===== src/rtl/slice_err_pkg.sv =====
package slice_err_pkg;
    localparam int WORD_W = 64;
    localparam int IVN_W  = 16;
    localparam int STAT_W = WORD_W - IVN_W;
    localparam int IMPL_W = STAT_W - 2;
    localparam int HI_W   = 30;
    localparam int LO_W   = IMPL_W - HI_W;
    localparam int IDX_AE = LO_W + 1;
    localparam int IDX_HC = LO_W;

    typedef struct packed {
        logic              wr_en;
        logic              rd_en;
        logic [WORD_W-1:0] wdata;
    } bus_cmd_t;

    typedef enum logic {WD_IDLE = 1'b0, WD_RUN = 1'b1} wd_state_e;

    function automatic logic [STAT_W-1:0] pack_set(
        input logic [IMPL_W-1:0] impl, input logic ae, input logic hc);
        return {impl[IMPL_W-1:LO_W], ae, hc, impl[LO_W-1:0]};
    endfunction
endpackage


===== src/rtl/slice_err_access.sv =====
module slice_err_access
    import slice_err_pkg::*;
#(
    parameter bit ENABLE = 1'b1
) (
    input  logic              bus_valid,
    input  logic              bus_write,
    input  logic              bus_priv,
    input  logic              bus_full,
    input  logic [WORD_W-1:0] bus_wdata,
    output bus_cmd_t          cmd
);
    logic granted;

    always_comb begin
        granted   = ENABLE && bus_valid && bus_priv && bus_full;
        cmd.wr_en = granted && bus_write;
        cmd.rd_en = granted && !bus_write;
        cmd.wdata = bus_wdata;
    end
endmodule


===== src/rtl/slice_err_status.sv =====
module slice_err_status
    import slice_err_pkg::*;
(
    input  logic              clk,
    input  logic              rst,
    input  logic [STAT_W-1:0] set_vec,
    input  logic [STAT_W-1:0] clr_vec,
    output logic [STAT_W-1:0] stat_q
);
    for (genvar i = 0; i < STAT_W; i++) begin : g_flag
        always_ff @(posedge clk) begin
            if (rst)
                stat_q[i] <= 1'b0;
            else if (set_vec[i])
                stat_q[i] <= 1'b1;
            else if (clr_vec[i])
                stat_q[i] <= 1'b0;
        end
    end
endmodule


===== src/rtl/slice_err_watchdog.sv =====
module slice_err_watchdog
    import slice_err_pkg::*;
#(
    parameter int CNT_W = 16
) (
    input  logic             clk,
    input  logic             rst,
    input  logic             start,
    input  logic             ack,
    input  logic [CNT_W-1:0] interval,
    output logic             expire
);
    wd_state_e        state_q;
    logic [CNT_W-1:0] cnt_q;

    assign expire = (state_q == WD_RUN) && !ack && (cnt_q == '0);

    always_ff @(posedge clk) begin
        if (rst) begin
            state_q <= WD_IDLE;
            cnt_q   <= '0;
        end else if (start) begin
            state_q <= WD_RUN;
            cnt_q   <= interval;
        end else if (state_q == WD_RUN) begin
            if (ack || cnt_q == '0)
                state_q <= WD_IDLE;
            else
                cnt_q <= cnt_q - 1'b1;
        end
    end
endmodule


===== src/rtl/slice_err_reg.sv =====
module slice_err_reg
    import slice_err_pkg::*;
#(
    parameter bit ENABLE = 1'b1,
    parameter int CNT_W  = 16
) (
    input  logic              clk,
    input  logic              rst,
    input  logic              bus_valid,
    input  logic              bus_write,
    input  logic              bus_priv,
    input  logic              bus_full,
    input  logic [WORD_W-1:0] bus_wdata,
    output logic [WORD_W-1:0] bus_rdata,
    input  logic [IMPL_W-1:0] impl_err_in,
    input  logic              acc_err_in,
    input  logic              save_req,
    input  logic              save_ack,
    input  logic [CNT_W-1:0]  warn_interval,
    output logic              irq_req,
    output logic [IVN_W-1:0]  irq_src
);
    bus_cmd_t          cmd;
    logic [STAT_W-1:0] set_vec;
    logic [STAT_W-1:0] clr_vec;
    logic [STAT_W-1:0] stat_q;
    logic [IVN_W-1:0]  ivn_q;
    logic              hc_set;
    logic              wd_start;

    slice_err_access #(.ENABLE(ENABLE)) u_access (
        .bus_valid (bus_valid),
        .bus_write (bus_write),
        .bus_priv  (bus_priv),
        .bus_full  (bus_full),
        .bus_wdata (bus_wdata),
        .cmd       (cmd)
    );

    assign wd_start = ENABLE && save_req;

    slice_err_watchdog #(.CNT_W(CNT_W)) u_wd (
        .clk      (clk),
        .rst      (rst),
        .start    (wd_start),
        .ack      (save_ack),
        .interval (warn_interval),
        .expire   (hc_set)
    );

    if (ENABLE) begin : g_on
        assign set_vec = pack_set(impl_err_in, acc_err_in, hc_set);
    end else begin : g_off
        assign set_vec = '0;
    end

    assign clr_vec = cmd.wr_en ? cmd.wdata[WORD_W-1:IVN_W] : '0;

    slice_err_status u_status (
        .clk     (clk),
        .rst     (rst),
        .set_vec (set_vec),
        .clr_vec (clr_vec),
        .stat_q  (stat_q)
    );

    always_ff @(posedge clk) begin
        if (rst)
            ivn_q <= '0;
        else if (cmd.wr_en)
            ivn_q <= cmd.wdata[IVN_W-1:0];
    end

    assign bus_rdata = cmd.rd_en ? {stat_q, ivn_q} : '0;
    assign irq_req   = |stat_q;
    assign irq_src   = ivn_q;
endmodule


===== config.mk =====
export PLATFORM = sky130hd
export DESIGN_NAME = slice_err_reg
export DESIGN_NICKNAME = d
export VERILOG_FILES = /design/src/rtl/slice_err_pkg.sv /design/src/rtl/slice_err_access.sv /design/src/rtl/slice_err_status.sv /design/src/rtl/slice_err_watchdog.sv /design/src/rtl/slice_err_reg.sv
export SDC_FILE = /design/constraint.sdc
export NUM_CORES = 1
export LEC_CHECK = 0
export ABC_AREA = 0
export CORE_UTILIZATION = 38
export CTS_CLUSTER_DIAMETER = 100
export DETAILED_ROUTE_END_ITERATION = 10
export GPL_TIMING_DRIVEN = 0
export PLACE_DENSITY = 0.8
export SLEW_MARGIN = 20
export SYNTH_ARGS = -nofsm -noshare
export SYNTH_HDL_FRONTEND = slang
export SYNTH_SLANG_ARGS = --single-unit

===== constraint.sdc =====
create_clock -name clk -period 2.6 [get_ports clk]
set_clock_uncertainty 0.15 [all_clocks]
set_input_delay 0.52 -clock clk [delete_from_list [all_inputs] [get_ports clk]]
set_output_delay 0.52 -clock clk [all_outputs]
set_load 0.03 [all_outputs]

==> results of run 1 <==
-- placed cells by master (no fill, tap or decap), drive strengths merged, types with 2 or more instances in the layout --
master | Yosys | layout
a2111oi | 6 | 6
a211oi | 2 | 2
a21oi | 65 | 65
a311oi | 9 | 9
and2 | 64 | 64
and4 | 7 | 7
buf | 5 | 59
clkbuf | 27 | 51
clkdlybuf4s50 | 0 | 148
clkinv | 0 | 2
clkinvlp | 0 | 2
dfxtp | 81 | 81
inv | 7 | 7
nand2 | 87 | 87
nand2b | 2 | 2
nand3 | 3 | 3
nand4 | 9 | 9
nor2 | 65 | 65
nor2b | 2 | 2
nor3 | 5 | 5
nor4 | 20 | 20
o21ai | 6 | 6
o31ai | 3 | 3
or3 | 6 | 6
or4 | 5 | 5
-- registers in the layout, indices dropped and copies added (netlist names) --
register	count
u_wd.cnt_q	16
u_status.stat_q	48
u_wd.state_q	1
irq_src	16
-- through the flow --
step	TNS (ps)	util	power (uW)	hold WS (ps)
2_1_floorplan	0	-	1611	315.3
3_3_place_gp	-71010	0.6442	1901	303.4
3_5_place_dp	-73600	0.6442	1915	312.5
4_1_cts	-5.032	0.6549	2846	324.1
5_1_grt	-272.4	0.6654	2966	339.0
6_report	0	0.6654	2854	319.4
-- worst min-delay path, delay by kind of cell, from the launching register on --
family | cells | cell delay, ps
flip-flops | 1 | 320
AND/OR/NAND/NOR | 1 | 50
AO/OA/AOI/OAI | 1 | 50
-- per-layer routing --
metal | vias to the layer above | global-route usage
li1 | 2171 | -
met2 | 163 | 0.4778
met1 | 2051 | 0.3162
met3 | 30 | 0.06418
met5 | - | 0
met4 | 0 | 0.1171
-- cells by family (layout without fill, tap and decap cells) --
| logic type | after synthesis | count (layout) |
|---|---|---|
| compound gates | 96 | 96 |
| fa+ha+maj | 1 | 1 |
| buf+inv | 39 | 270 |
| flops | 81 | 81 |
| simple gates | 279 | 279 |
-- worst paths after layout --
path / start / endpoint / cells after the start
worst max-delay path: bus_full / bus_rdata[50] / 7
worst min-delay path: irq_src[13] / irq_src[13] / 2
worst max register to register: u_wd.cnt_q[0] / u_wd.cnt_q[7] / 7
worst min register to register: irq_src[13] / irq_src[13] / 2
-- area by class of cell --
type / instances / share of cell area
tap: 129 / 0.02588
buffer: 32 / 0.02648
timing repair buffer: 215 / 0.3196
inverter: 7 / 0.004213
sequential: 81 / 0.2600
clock inverter: 5 / 0.008828
clock buffer: 11 / 0.02267
multi-input combinational: 376 / 0.3323
-- what timing repair did --
item | 4_1_cts | 5_1_grt
gates cloned | 0 | 0
gates resized for setup | 379 | 44
setup buffers | 2 | 0
endpoints found under the setup margin | 65 | 67
pin swaps | 1 | 1
-- power breakdown --
group	switching [uW]	total [uW]	internal, uW
sequential	75.0	1390	1320
combinational	227	524	297
clock	469	937	468
==> flow_summary.toml, run 1 <==
[detailed_routing]
routedLengthMet1_mm = 5.874
wirelength_mm = 14.58
detail-route-antenna-nets = 0
met3_length_mm = 1.050
vias = 4415
wire_per_inst_um = 17.04
drc = 0
viasPerCell = 5.158
top_layer_used = "met4"
met2_wirelength_mm = 7.241
drt_iter0_markers = 135
firstDrtPassIters = 4

[power]
p_leak_uw = 0.002413
p_per_area_mw_per_mm2 = 457.7
vdd_drop_max_mv = 0.2630

[final_layout]
final-seq-area_mm2 = 0.001622
antenna-diode-count = 0
area_growth_pct = 66.58
instances_no_fill = 856
final_area_mm2 = 0.006236
multi_input_area_mm2 = 0.002072
drive_gt1_frac = 0.1513
nets = 858
n_fill_cell = 886

[place]
portBuffers = 213
dp_cells = 838
preCtsSetupSlack_ps = -1245
place_congestion = 0.8606
place_hpwl_mm = 11.23
place_area_mm2 = 0.006037

[floorplanning]
io_pins = 216
initial_utilization = 0.3995
die_y_um = 101.3
die_w_um = 101.3
core_area_mm2 = 0.009371
dieArea_mm2 = 0.01025
row_count = 35

[synth]
yosysSeqAreaShare = 0.4332
yosysMostFrequentCell = "nand2_1"
synth_top_cell_area_share = 0.4332
synth_area_mm2 = 0.003744
yosys.area.top_type = "dfxtp_1"
synth_top_family_by_area = "simple AND/OR/NAND/NOR gates"
synthXorXnorAreaFrac = 0
netlist_top_cells_count = "nand2_1 (87), dfxtp_1 (81), a21oi_1 (65), nor2_1 (65), and2_1 (64)"
synth-edff-count = 0
synthArstFlopShare = 0
synth.area.top_cells = "dfxtp_1 (43%), and2_1 (11%), nand2_1 (8.7%)"
synth_compound_gate_area_share = 0.1507
muxShareOfSynthArea = 0
synth_warnings = 0
yosys_most_used_dff = "dfxtp_1"
yosys.cell_types.count = 35
ys_ff_latch = 81
syn_nets = 632
yosys.area_share.simple = 0.3737
synthCells = 496
postSynthAreaPerCell_um2 = 7.548
synthAdderAreaFrac = 0.003342

[sta]
setup_viol = 0
slew-limit-headroom = 0.5396
slew_violations = 0
period_share = 0.9827
fmax_mhz = 391.4
tightest_slew_ps = 684.3
setup_ws_ps = 44.97
hold_viol = 0
period_minus_slack_ps = 2555

[worst_setup_path]
critPathSlowestCell = "clkdlybuf4s50_1"
path_cells = "clkdlybuf4s50_1 > nand3_2 > nor2_4 > buf_12 > buf_4 > and2_1 > buf_2"
critPathMaxFanout = 10
cp-end-kind = "output pin"
required_ps = 1930
slowest_delay_ps = 520
startpoint_type = "input port"
critPathArrivalTime_ps = 1890
rrSetupSlack_ps = 200
path_buf_inv = 4
critPathTopFamily = "buffers and inverters"
crit_type = "input port to output pin"

[clock_tree]
clock_sinks = 81
path_clk_slew_ps = 80
cts.path.max_buffers = 2
root_buffer = "clkbuf_8"
cts_buffers = 9
clk-insertion-delay-late_ps = 350
postCtsHoldBufs = 0
tritoncts = "done"
ctsHtreeMaxLevel = 3

[grt]
gr-total-overflow = 0
grtUsageTotal = 0.2721
antenna_found_initial = 0
grt_pass1_vias = 4222
grt_max_degree = 14
grt_first_pass_wirelength_mm = 21.36

[status]
status = "completed"

[run]
cap_violations = 0

[worst_hold_path]
min_path_type = "register to register"
(Power assumes the default switching activity.)
==> run 2, diff against run 1 <==
--- a/config.mk
+++ b/config.mk
@@ -6,11 +6,11 @@
 export NUM_CORES = 1
 export LEC_CHECK = 0
 export ABC_AREA = 0
-export CORE_UTILIZATION = 38
+export CORE_UTILIZATION = 34
 export CTS_CLUSTER_DIAMETER = 100
 export DETAILED_ROUTE_END_ITERATION = 10
 export GPL_TIMING_DRIVEN = 0
-export PLACE_DENSITY = 0.8
+export PLACE_DENSITY = 0.73
 export SLEW_MARGIN = 20
 export SYNTH_ARGS = -nofsm -noshare
 export SYNTH_HDL_FRONTEND = slang
==> flow_summary.toml, run 2 (synthesis gave the netlist of run 1 again) <==
[worst_setup_path]
path_cells = "clkdlybuf4s50_1 > nand3_2 > nor2_4 > buf_12 > buf_6 > and2_1 > buf_4"
cp-end-kind = "output pin"
crit_type = "input port to output pin"
critPathSlowestCell = "clkdlybuf4s50_1"
startpoint_type = "input port"
critPathMaxFanout = 10
slowest_delay_ps = 510
required_ps = 1930
critPathArrivalTime_ps = 1880

[place]
preCtsSetupSlack_ps = -1290
place_congestion = 0.8884
portBuffers = 213
place_hpwl_mm = 11.01

[detailed_routing]
drt_iter0_markers = 216
drc = 0
viasPerCell = 5.059
firstDrtPassIters = 4
met3_length_um = 903
wire_per_inst_um = 16.47
vias = 4366
wirelength_mm = 14.21
detail-route-antenna-nets = 0
routedLengthMet1_mm = 6.005
met2_wirelength_mm = 7.061
top_layer_used = "met4"

[grt]
grt_pass1_vias = 4183
antenna_found_initial = 0
gr-total-overflow = 0
grt_max_degree = 16
grtUsageTotal = 0.2428
grt_first_pass_wirelength_mm = 21.38

[floorplanning]
die_w_um = 106.9
dieArea_mm2 = 0.01143
io_pins = 216
die_y_um = 106.9
initial_utilization = 0.3562
core_area_mm2 = 0.01051
row_count = 37

[final_layout]
antenna-diode-count = 0
final_common_cell = "clkdlybuf4s50_1"
utilization = 0.5986
regMostFlops = "u_status.stat_q"
largest_reg_flops = 48
drive_gt1_frac = 0.1527
layout_common_cells = "clkdlybuf4s50_1 (147), nand2_1 (87), dfxtp_1 (81)"
nets = 858
n_fill_cell = 1002
area_growth_pct = 68.05

[run]
cap_violations = 0

[power]
power_uw = 2895
p_leak_uw = 0.002434
p_per_area_mw_per_mm2 = 460.1
vdd_drop_max_mv = 0.2101

[sta]
fin_tns_setup_ps = 0
tightest_slew_ps = 722.7
period_minus_slack_ps = 2554
hold_slack_ps = 317.8
slew-limit-headroom = 0.5138
setup_viol = 0
slew_violations = 0
hold_viol = 0
fmax_mhz = 391.6
setup_ws_ps = 46.28
period_share = 0.9822

[clock_tree]
clk-insertion-delay-late_ps = 350
tritoncts = "done"
cts.path.max_buffers = 2
cts_buffers = 9
root_buffer = "clkbuf_8"
ctsHtreeMaxLevel = 3
postCtsHoldBufs = 0
clock_sinks = 81
path_clk_slew_ps = 90

[status]
status = "completed"

[worst_hold_path]
min_path_type = "register to register"
==> run 2: metal layers <==
layer  global-route usage  vias to the layer above
met5                    0                        -
met2               0.4207                      171
li1                     -                     2159
met4              0.08317                        0
met3              0.04802                       14
met1               0.2991                     2022
==> run 2: worst paths after layout <==
| check | start | end | slack [ps] | cells past startpoint |
|---|---|---|---|---|
| min reg2reg | irq_src[5] | irq_src[5] | 320 | 2 |
| max | bus_valid | bus_rdata[25] | 50 | 7 |
| min | irq_src[5] | irq_src[5] | 320 | 2 |
| max reg2reg | u_wd.cnt_q[11] | u_wd.cnt_q[7] | 180 | 5 |
==> run 2: timing repair <==
action	in CTS	in global routing
pin swaps	1	2
cloned	0	0
setup endpoints to repair	65	77
resized for setup	394	38
buffers inserted	2	0
==> run 2: final cells by class <==
type	instances	area (um2)	area share
sequential	81	1622	0.2578
tap	136	170.2	0.02705
multi-input combinational	376	2054	0.3266
timing repair buffer	215	2034	0.3234
clock buffer	10	137.6	0.02188
inverter	7	26.28	0.004177
buffer	32	171.4	0.02725
clock inverter	6	75.07	0.01193
==> run 2: worst max-delay path: cells and delay by family <==
kind	cells	cell delay (ps)
buffers and inverters	4	970
AND/OR/NAND/NOR	3	380
==> run 2: power breakdown <==
| part | internal, uW | total, uW | switching, uW |
|---|---|---|---|
| Sequential | 1320 | 1390 | 72.3 |
| Combinational | 298 | 522 | 224 |
| Clock | 483 | 982 | 499 |
| Total | 2100 | 2890 | 795 |
==> run 2: through the flow <==
step | std cells | area, um2
finish | 863 | 6291
global route | 863 | 6291
CTS | 863 | 6203
detailed placement | 845 | 6046
global placement | 845 | 6046
floorplan | 496 | 3744
==> run 3, diff against run 2 <==
--- a/config.mk
+++ b/config.mk
@@ -6,11 +6,14 @@
 export NUM_CORES = 1
 export LEC_CHECK = 0
 export ABC_AREA = 0
-export CORE_UTILIZATION = 34
+export CELL_PAD_IN_SITES_DETAIL_PLACEMENT = 0
+export CELL_PAD_IN_SITES_GLOBAL_PLACEMENT = 1
+export CORE_UTILIZATION = 26
 export CTS_CLUSTER_DIAMETER = 100
 export DETAILED_ROUTE_END_ITERATION = 10
+export GPL_ROUTABILITY_DRIVEN = 0
 export GPL_TIMING_DRIVEN = 0
-export PLACE_DENSITY = 0.73
+export PLACE_DENSITY = 0.83
 export SLEW_MARGIN = 20
 export SYNTH_ARGS = -nofsm -noshare
 export SYNTH_HDL_FRONTEND = slang
==> flow_summary.toml, run 3 (synthesis gave the netlist of run 1 again) <==
[sta]
tightest_slew_ps = 584.8
slew-limit-headroom = 0.6102
period_minus_slack_ps = 2456
rsz0062_at_grt = "false"
slew_violations = 0
hold_viol = 0
setup_ws_ps = 144.5
setup_viol = 0
period_share = 0.9444
fmax_mhz = 407.2

[worst_setup_path]
crit_type = "input port to output pin"
required_ps = 1930
slowest_delay_ps = 490
critPathSlowestCell = "clkdlybuf4s50_1"
path_cells = "clkdlybuf4s50_1 > nor2_4 > buf_12 > clkbuf_4 > and2_1 > buf_2"
critPathMaxFanout = 10
startpoint_type = "input port"
cp-end-kind = "output pin"
critPathArrivalTime_ps = 1790

[grt]
antenna_found_initial = 0
grtUsageTotal = 0.1846
grt_max_degree = 14
grt_first_pass_wirelength_mm = 20.89
gr-total-overflow = 0
grt_pass1_vias = 4022

[detailed_routing]
drc = 0
firstDrtPassIters = 4
wire_per_inst_um = 15.82
drt_iter0_markers = 158
detail-route-antenna-nets = 0
vias = 4263
viasPerCell = 4.705
wirelength_mm = 14.34

[floorplanning]
initial_utilization = 0.2676
io_pins = 216
dieArea_mm2 = 0.01488
row_count = 43
core_area_mm2 = 0.01399
die_w_um = 122.0
die_y_um = 122.0

[final_layout]
layout_common_cells = "clkdlybuf4s50_1 (145), nand2_1 (87), dfxtp_1 (81)"
drive_gt1_frac = 0.1446
final_common_cell = "clkdlybuf4s50_1"
regMostFlops = "u_status.stat_q"
largest_reg_flops = 48
antenna-diode-count = 0
nets = 857
area_growth_pct = 69.22
utilization = 0.4529

[place]
portBuffers = 213
preCtsSetupSlack_ps = -1334
place_hpwl_mm = 11.08

[power]
p_leak_uw = 0.002478
power_uw = 3090
p_per_area_mw_per_mm2 = 487.8
vdd_drop_max_mv = 0.2334

[clock_tree]
clock_sinks = 81
clk-insertion-delay-late_ps = 340
cts_buffers = 9
ctsHtreeMaxLevel = 3
path_clk_slew_ps = 60
postCtsHoldBufs = 0
tritoncts = "done"
cts.path.max_buffers = 2
root_buffer = "clkbuf_16"

[worst_hold_path]
min_path_type = "register to register"

[run]
cap_violations = 0

[status]
status = "completed"
[run 3: cell count changes in the layout (fill, tap and decap cells not counted), moves of 7 or more]
cell	change
buf_2	+17
buf_6	-10
clkbuf_16	+9
buf_4	-7
clkbuf_8	-8
[run 3: final timing paths]
| path | cells after the start | start | end | slack, ps |
|---|---|---|---|---|
| max | 6 | bus_write | bus_rdata[61] | 140 |
| min | 2 | irq_src[3] | irq_src[3] | 320 |
| max reg2reg | 6 | u_wd.cnt_q[0] | u_wd.cnt_q[14] | 250 |
| min reg2reg | 2 | irq_src[3] | irq_src[3] | 320 |
[run 3: timing repair]
action / 4_1_cts / 5_1_grt
pin swaps: 1 / 0
buffers inserted: 2 / 0
gates resized for setup: 385 / 22
endpoints found under the hold margin: 0 / 0
setup endpoints to repair: 65 / 86
[run 3: final cells by class]
cell class                 instances  area, um2
timing repair buffer             215       1971
multi-input combinational        376       2058
buffer                            31      158.9
fill                            1415       7654
tap                              180      225.2
clock buffer                      11      242.7
clock inverter                     5      31.28
sequential                        81       1622
inverter                           7      26.28
[run 3: per-stage QoR]
| stage | setup TNS [ps] | cell area [um2] | hold WS (ps) | std cells |
|---|---|---|---|---|
| after floorplan | 0 | 3744 | 315.3 | 496 |
| after global placement | -79320 | 6101 | 308.7 | 889 |
| after detailed placement | -84040 | 6101 | 310.6 | 889 |
| after CTS | -145.9 | 6281 | 320.3 | 907 |
| after global routing | 0 | 6335 | 350.1 | 906 |
| final | 0 | 6335 | 320.0 | 906 |
[run 3: routing by layer]
metal  global-route usage  part of all wire  vias up
met1               0.2184              0.43     1950
li1                     -                 -     2158
met4              0.06790             0.014        0
met2               0.3291              0.50      141
met3              0.03371             0.060       14
met5                    0                 0        -
[run 3: critical path: cells and delay by family]
kind,cells,cell delay [ps]
buffers and inverters,4,1010
AND/OR/NAND/NOR,2,260
[run 3: where the power goes]
group / switching [uW] / leakage [uW] / internal (uW) / total, uW
registers: 75.7 / 0.000673 / 1320 / 1400
logic: 224 / 0.00167 / 296 / 520
clock network: 505 / 0.000135 / 669 / 1170
total: 805 / 0.00248 / 2290 / 3090
